`src/rtl/pwm_clr_pkg.sv`:
```
package pwm_clr_pkg;

  typedef enum logic [2:0] {
    OC_HOLD     = 3'd0,
    OC_SET      = 3'd1,
    OC_RESET    = 3'd2,
    OC_TOGGLE   = 3'd3,
    OC_FORCE_LO = 3'd4,
    OC_FORCE_HI = 3'd5,
    OC_PWM1     = 3'd6,
    OC_SPARE    = 3'd7
  } oc_mode_e;

  // Clear gating applies in every mode except the two forced ones.
  function automatic logic mode_clearable(oc_mode_e m);
    return !((m == OC_FORCE_LO) || (m == OC_FORCE_HI));
  endfunction

endpackage

```
`src/rtl/pwm_clr_counter.sv`:
```
module pwm_clr_counter #(
  parameter int W = 8
) (
  input  logic         clk,
  input  logic         rst_n,
  input  logic [W-1:0] arr_i,
  output logic [W-1:0] cnt_o,
  output logic [W-1:0] cnt_nxt_o,
  output logic         wrap_o,
  output logic         ovf_o
);
  localparam logic [W-1:0] STEP = W'(1);

  logic [W-1:0] cnt_q, cnt_d;
  logic         ovf_q, ovf_d;
  logic         wrap;

  // next-state
  always_comb begin
    wrap  = (cnt_q >= arr_i);
    cnt_d = wrap ? '0 : cnt_q + STEP;
    ovf_d = wrap;
  end

  // registers
  always_ff @(posedge clk or negedge rst_n) begin
    if (!rst_n) begin
      cnt_q <= '0;
      ovf_q <= 1'b0;
    end else begin
      cnt_q <= cnt_d;
      ovf_q <= ovf_d;
    end
  end

  assign cnt_o     = cnt_q;
  assign cnt_nxt_o = cnt_d;
  assign wrap_o    = wrap;
  assign ovf_o     = ovf_q;

  // a wrap condition always lands on zero
  assert_wrap_zero_R2: assert property (@(posedge clk) disable iff (!rst_n)
    (cnt_q >= arr_i) |=> (cnt_q == '0));
  // overflow pulse only ever seen with counter at zero
  assert_ovf_at_zero_R2: assert property (@(posedge clk) disable iff (!rst_n)
    ovf_q |-> (cnt_q == '0));

endmodule

```
`src/rtl/pwm_clr_refgen.sv`:
```
module pwm_clr_refgen
  import pwm_clr_pkg::*;
#(
  parameter int W = 8
) (
  input  logic         clk,
  input  logic         rst_n,
  input  oc_mode_e     mode_i,
  input  logic [W-1:0] cmp_i,
  input  logic [W-1:0] cnt_nxt_i,
  output logic         ref_o
);
  logic ref_q, ref_d, ref_ld;
  logic hit;

  // next-state: the reference is aligned with the counter value being loaded
  always_comb begin
    hit    = (cnt_nxt_i == cmp_i);
    ref_d  = ref_q;
    ref_ld = 1'b1;
    unique case (mode_i)
      OC_SET:      ref_d = hit ? 1'b1 : ref_q;
      OC_RESET:    ref_d = hit ? 1'b0 : ref_q;
      OC_TOGGLE:   ref_d = hit ? ~ref_q : ref_q;
      OC_FORCE_LO: ref_d = 1'b0;
      OC_FORCE_HI: ref_d = 1'b1;
      OC_PWM1:     ref_d = (cnt_nxt_i < cmp_i);
      default:     ref_ld = 1'b0;  // hold and spare code
    endcase
  end

  // registers with explicit load enable
  always_ff @(posedge clk or negedge rst_n) begin
    if (!rst_n) begin
      ref_q <= 1'b0;
    end else if (ref_ld) begin
      ref_q <= ref_d;
    end
  end

  assign ref_o = ref_q;

  // forced-high mode makes the raw reference high one edge later
  assert_force_hi_R8: assert property (@(posedge clk) disable iff (!rst_n)
    (mode_i == OC_FORCE_HI) |=> ref_q);
  // compare value zero in PWM mode 1 yields a low reference
  assert_pwm_zero_low_R3: assert property (@(posedge clk) disable iff (!rst_n)
    ((mode_i == OC_PWM1) && (cmp_i == '0)) |=> !ref_q);

endmodule

```
`src/rtl/pwm_clr_clrctl.sv`:
```
module pwm_clr_clrctl (
  input  logic clk,
  input  logic rst_n,
  input  logic clr_en_i,
  input  logic clr_sel_i,
  input  logic clr_pin_i,
  input  logic trig_i,
  input  logic clearable_i,
  input  logic wrap_i,
  output logic gate_o
);
  logic src, armed;
  logic clr_q, clr_d;

  // next-state: sticky flag, released only at a wrap with the source low
  always_comb begin
    src   = clr_sel_i ? trig_i : clr_pin_i;
    armed = clr_en_i & clearable_i;
    clr_d = clr_q;
    if (!armed)      clr_d = 1'b0;
    else if (src)    clr_d = 1'b1;
    else if (wrap_i) clr_d = 1'b0;
  end

  // registers
  always_ff @(posedge clk or negedge rst_n) begin
    if (!rst_n) begin
      clr_q <= 1'b0;
    end else begin
      clr_q <= clr_d;
    end
  end

  assign gate_o = clr_q & armed;

  // a seen clear sets the flag
  assert_clear_sets_R4: assert property (@(posedge clk) disable iff (!rst_n)
    (clr_en_i && clearable_i && (clr_sel_i ? trig_i : clr_pin_i)) |=> clr_q);
  // the flag is held until a wrap while still enabled
  assert_sticky_hold_R5: assert property (@(posedge clk) disable iff (!rst_n)
    (clr_q && !wrap_i && clr_en_i && clearable_i) |=> clr_q);

endmodule

```
`src/rtl/pwm_clr_channel.sv`:
```
module pwm_clr_channel
  import pwm_clr_pkg::*;
#(
  parameter int W = 8
) (
  input  logic         clk,
  input  logic         rst_n,
  input  logic [W-1:0] arr_i,
  input  logic [W-1:0] cmp_i,
  input  logic [2:0]   mode_i,
  input  logic         clr_en_i,
  input  logic         clr_sel_i,
  input  logic         clr_pin_i,
  input  logic         trig_i,
  output logic [W-1:0] cnt_o,
  output logic         ovf_o,
  output logic         ref_o
);
  oc_mode_e     mode;
  logic [W-1:0] cnt_nxt;
  logic         wrap;
  logic         ref_raw;
  logic         gate;
  logic         clearable;

  assign mode      = oc_mode_e'(mode_i);
  assign clearable = mode_clearable(mode);

  pwm_clr_counter #(.W(W)) i_counter (
    .clk       (clk),
    .rst_n     (rst_n),
    .arr_i     (arr_i),
    .cnt_o     (cnt_o),
    .cnt_nxt_o (cnt_nxt),
    .wrap_o    (wrap),
    .ovf_o     (ovf_o)
  );

  pwm_clr_refgen #(.W(W)) i_refgen (
    .clk       (clk),
    .rst_n     (rst_n),
    .mode_i    (mode),
    .cmp_i     (cmp_i),
    .cnt_nxt_i (cnt_nxt),
    .ref_o     (ref_raw)
  );

  pwm_clr_clrctl i_clrctl (
    .clk         (clk),
    .rst_n       (rst_n),
    .clr_en_i    (clr_en_i),
    .clr_sel_i   (clr_sel_i),
    .clr_pin_i   (clr_pin_i),
    .trig_i      (trig_i),
    .clearable_i (clearable),
    .wrap_i      (wrap),
    .gate_o      (gate)
  );

  assign ref_o = ref_raw & ~gate;

  // reset state at the outputs
  always_comb begin
    if (!rst_n) begin
      assert_reset_quiet_R1: assert (ref_o == 1'b0 && ovf_o == 1'b0 && cnt_o == '0);
    end
  end

endmodule

```
`config.mk`:
```
export PLATFORM = sky130hd
export DESIGN_NAME = pwm_clr_channel
export DESIGN_NICKNAME = d
export VERILOG_FILES = /design/src/rtl/pwm_clr_pkg.sv /design/src/rtl/pwm_clr_counter.sv /design/src/rtl/pwm_clr_refgen.sv /design/src/rtl/pwm_clr_clrctl.sv /design/src/rtl/pwm_clr_channel.sv
export SDC_FILE = /design/constraint.sdc
export NUM_CORES = 1
export LEC_CHECK = 0
export CORE_MARGIN = 3
export CORE_UTILIZATION = 30
export CTS_CLUSTER_SIZE = 10
export DETAILED_ROUTE_END_ITERATION = 8
export SLEW_MARGIN = 20
export SYNTH_ARGS = -nofsm -noshare
export SYNTH_HDL_FRONTEND = slang
export SYNTH_SLANG_ARGS = --single-unit
```
`constraint.sdc`:
```
create_clock -name clk -period 8 [get_ports clk]
set_clock_uncertainty 0.2 [all_clocks]
set_input_delay 1.6 -clock clk [delete_from_list [all_inputs] [get_ports clk]]
set_output_delay 1.6 -clock clk [all_outputs]
set_load 0.005 [all_outputs]
```
; After elaboration in Yosys (flattened, before gate mapping)
; Cells that the tools add are included.
[totals]
reg_bits = 11
word_cells = 38
out_inout_bits = 10
in_bits = 25
[classes]
n_eq_ne = 11
mux = 10
n_reduce_logical = 5
add_sub_neg = 1
n_bitwise = 5
n_lt_le_gt_ge = 2
[ops]
columns = op, count
row1 = $eq 3x3->1 const B, 3
row2 = $add 8x1->8 const B, 1
row3 = $eq 8x8->1, 1
row4 = $ge 8x8->1, 1
row5 = $lt 8x8->1, 1
row6 = $mux 1, 8
row7 = $mux 8, 1
row8 = $eq 3x2->1 const B, 2
row9 = $ne 2x1->1 const B, 3
row10 = $pmux 1 s6, 1
row11 = $reduce_bool 6->1, 1
row12 = $reduce_or 6->1, 1
row13 = $reduce_and 5->1, 1
row14 = $and 1x1->1, 3
row15 = $eq 3x1->1 const B, 1
row16 = $ne 3x2->1 const B, 1
row17 = $not 1->1, 2
row18 = $logic_not 1->1, 1
row19 = $logic_or 1x1->1, 1

; Depth between registers and ports, before layout
[logic_depth]
ltp_word = 7
depth_mapped = 12
mapped_depth_nobuf = 11

; By module
; A second synthesis with hierarchy kept.
[hier_totals]
cells_unflattened = 99
hier_area_um2 = 952.2
[modules_own_cells]
columns = module, cells_per_inst, area_each_um2, instances, seq_area_each_um2
row1 = pwm_clr_counter, 55, 580.6, 1, 225.2
row2 = pwm_clr_refgen, 36, 295.3, 1, 25.0
row3 = pwm_clr_clrctl, 6, 56.3, 1, 25.0
row4 = pwm_clr_channel, 2, 20.0, 1, 0.0

; Least setup slack after synthesis
; Ideal clock, no wire load.
[synth_timing]
path_kind = input port to flip-flop
startpoint = in arr_i[5]
endpoint = reg i_refgen.ref_q, in the netlist i_refgen.ref_o
path_buffers = 1
setup_time_ns = 0.094
slack_ns = 4.028
arrival_time_ns = 3.678
stages = 12
path_cell_list = inv_1 -> ha_1 -> nand2_1 -> or3_4 -> o221ai_2 -> buf_6 -> nor2_1 -> ha_1 -> and4b_1 -> a211oi_1 -> o32ai_1 -> a211oi_1
[synth_between]
elab_chain_cells = 5
[synth_rtl]
columns = item, line_no
row1 = "start, declared", pwm_clr_channel.sv:8  ; input logic [W-1:0] arr_i,
row2 = $ge 8x8->1 (*), pwm_clr_counter.sv:20  ; wrap = (cnt_q >= arr_i);
row3 = net i_clrctl.wrap_i, pwm_clr_clrctl.sv:9  ; input logic wrap_i,
row4 = $mux 8 (*), pwm_clr_counter.sv:21  ; cnt_d = wrap ? '0 : cnt_q + STEP;
row5 = net cnt_nxt[2], pwm_clr_channel.sv:20  ; logic [W-1:0] cnt_nxt;
row6 = "parallel branches: the longest is 3 deep, another holds $lt 8x8->1", n/a
row7 = "end signal, assigned", pwm_clr_refgen.sv:37  ; ref_q <= ref_d;
row8 = "end, declared", pwm_clr_refgen.sv:13  ; logic ref_q, ref_d, ref_ld;
; Mark *: on every way through the listed nets, which the timed path passes.
; A chain may end at the register's enable or synchronous reset.

; Worst setup path in the final report
[layout_timing]
startpoint = in mode_i[2]
endpoint = out ref_o
[layout_between]
elab_chain_cells = 7
[layout_rtl]
columns = item, line_no
row1 = "start, declared", pwm_clr_channel.sv:10  ; input logic [2:0] mode_i,
row2 = $eq 3x3->1, pwm_clr_pkg.sv:16  ; return !((m == OC_FORCE_LO) || (m == OC_FORCE_HI));
row3 = $logic_or 1x1->1 (*), pwm_clr_pkg.sv:16
row4 = $logic_not 1->1 (*), pwm_clr_pkg.sv:16
row5 = $and 1x1->1 (*), pwm_clr_clrctl.sv:18  ; armed = clr_en_i & clearable_i;
row6 = $and 1x1->1 (*), pwm_clr_clrctl.sv:34  ; assign gate_o = clr_q & armed;
row7 = $not 1->1 (*), pwm_clr_channel.sv:60  ; assign ref_o = ref_raw & ~gate;
row8 = $and 1x1->1 (*), pwm_clr_channel.sv:60
row9 = "end, declared", pwm_clr_channel.sv:17  ; output logic ref_o
; Mark *: on every way between the ends. The rest lies on a longest branch, timed or not.

==> reports/metrics.yaml <==
run_status:
  status: "finished, final reports clean"
drt:
  vias_per_cell: 4.85
  remaining_drc_errors: 0
  firstDrtPassIters: 2
  num_vias: 815
  wl_per_cell_um: 12.2
  drtAntennaViolNets: 0
  drtIter0Drc: 23
  totalWireLength_um: 2050
logic_synthesis:
  synth_area_leader_cell: "dfrtp_1"
  syn_avg_cell_area_um2: 9.23
  synthDistinctLibCells: 28
  yosysWarnings: 0
  synth-main-ff-cell: "dfrtp_1"
  async_flop_share: 1.00
  synth_common_cells: "inv_1 (18), ha_1 (17), dfrtp_1 (11), nor2_1 (11), nand2_1 (4)"
  synth-edff-count: 0
  synth_cells: 100
  ys_seq_area_frac: 0.298
  yosys.cell_count.top_type: "inv_1"
  synth_area_leaders: "dfrtp_1 (30%), ha_1 (23%), inv_1 (7.3%)"
  syn_nets: 142
  synth.cell_area_um2: 923
  yosysTopAreaCellShare: 0.298
  yosys_register_bits: 11
timing:
  hold_viol_final: 0
  clock.fmax_mhz: 201
  drv_slew: 0
  min_period_ns: 4.97
  period_share: 0.621
  worst_slew_pin_slew_ns: 0.635
  rsz0062_at_grt: "no"
  fin_tns_setup_ns: 0
  setup_slack_ns: 3.03
  slew-limit-headroom: 0.577
  setup_viol: 0
placement:
  place_hpwl_um: 1760
  dpl_worst_slack_ns: 3.01
  io_buffers: 34
  finalWeightedCongestion: 0.719
  dpl_cell_area_um2: 1290
flow_run:
  drv_cap: 0
clock_tree:
  hold_buffers: 0
  post_cts_resized: 0
  cts_setup_buffers: 0
  h-tree-depth: 1
  cts_tree: "yes"
  cts-root-buf: "clkbuf_4"
  cts_made_buffers: 3
  clk_latency_ns: 0.26
  cts_buffer_depth: 2
  path_clk_slew_ns: 0.07
  clock_sinks: 11
power_and_ir_drop:
  max-vdd-ir-drop_uv: 110
  p_leak_uw: 0.000647
  power.density_nw_per_um2: 243
grt:
  grt_max_degree: 12
  grt_pass1_vias: 819
  grt-ovfl-total: 0
  grt_pass1_wl_um: 3420
  track_usage: 0.120
  antenna_found_initial: 0
cells_and_area:
  antennaDiodeCount: 0
  fin_nets: 180
  drive_above_1_share: 0.0438
  final_area_um2: 1320
  syn_to_final_growth_pct: 42.7
worst_hold_path:
  hold_depth: 1
  hold_path.startpoint: "i_counter.cnt_o[0]"
  hp-class: "reg -> reg"
  holdPathEnd: "i_counter.cnt_o[0]"
worst_setup_path:
  ff2ff_path_depth: 10
  regToRegEndpoint: "i_refgen.ref_o"
  crit_type: "in -> out"
  r2r_slack_ns: 4.73
  critPathArrivalTime_ns: 3.17
  worstSetupEndpointType: "output port"
  r2r-start: "i_counter.cnt_o[3]"
  cp-start-kind: "primary input"
  required_ns: 6.20
  path_max_fanout: 4
die:
  io_pins: 35
  core_um2: 2850
  die_area_um2: 3780
  dieHeight_um: 61.5
  rows: 19
  start_util: 0.324
  fp.dieW_um: 61.5
[area by class of cell]
cell class	instances	area, um^2
Fill cell	294	1540
Multi-Input combinational cell	70	569
Inverter	18	67.6
Sequential cell	11	275
Timing Repair Buffer	34	340
Tap cell	31	38.8
Clock buffer	4	26.3
[cell families (layout without fill, tap and decap cells)]
logic type,count (synthesis),in the layout,share of synthesized area
AO/OA/AOI/OAI,16,16,0.145
XOR/XNOR,6,6,0.0569
adder cells (fa/ha/maj),17,17,0.230
buffers and inverters,19,56,0.0854
flip-flops,11,11,0.298
multiplexers,2,2,0.0217
AND/OR/NAND/NOR,29,29,0.163
[layout by cell type, fill, tap and decap left out, types with 2 or more instances in the layout]
cell type,n
and2_1,2
nand3_1,3
inv_1,18
a211oi_1,2
xnor2_1,3
nor2_1,11
nand4_1,3
xor2_1,3
nand2b_1,2
dfrtp_1,11
clkdlybuf4s50_1,34
a31oi_1,2
o211ai_1,2
clkbuf_4,3
a211o_1,2
mux2i_1,2
a21oi_1,2
ha_1,17
nand2_1,4
[flip-flops by register name (all words and copies together) (netlist names)]
name and cells:
i_counter.ovf_o 1, i_clrctl.clr_q 1, i_refgen.ref_o 1, i_counter.cnt_o 8
[critical path, cell delays in order]
cell	delay, ns
clkdlybuf4s50_1	0.52
inv_1	0.09
o211ai_1	0.28
and2_1	0.18
clkdlybuf4s50_1	0.51
[power breakdown]
group | total, uW | internal (uW) | switching [uW]
logic | 185 | 101 | 83.7
registers | 97.7 | 74.7 | 23.0
clock network | 37.6 | 19.3 | 18.4
[how the worst max path moves through the flow]
stage | start | end | slack, ns
after CTS | mode_i[2] | ref_o | 3.00
after detailed placement | mode_i[2] | ref_o | 3.01
after floorplan | arr_i[5] | i_refgen.ref_o | 4.03
after global routing | mode_i[2] | ref_o | 2.94
after global placement | arr_i[7] | i_refgen.ref_o | 3.04
final | mode_i[2] | ref_o | 3.03
[metrics by stage]
| stage | utilization | std cells | total power (uW) | hold WS [ns] |
|---|---|---|---|---|
| 6_report | 0.462 | 168 | 320 | 0.304 |
| 5_1_grt | 0.462 | 168 | 359 | 0.335 |
| 4_1_cts | 0.462 | 168 | 327 | 0.315 |
| 3_5_place_dp | 0.453 | 164 | 287 | 0.304 |
| 3_3_place_gp | 0.453 | 164 | 280 | 0.309 |
| 2_1_floorplan | - | 100 | 209 | 0.281 |
[per-layer routing]
| layer | part of all wire | track usage | vias to the layer above |
|---|---|---|---|
| met3 | 0.087 | 0.0273 | 2 |
| met4 | 0.0039 | 0.0364 | 0 |
| met5 | 0 | 0 | - |
| li1 | - | - | 421 |
| met2 | 0.46 | 0.206 | 34 |
| met1 | 0.45 | 0.149 | 358 |
(Power assumes the default switching activity.)
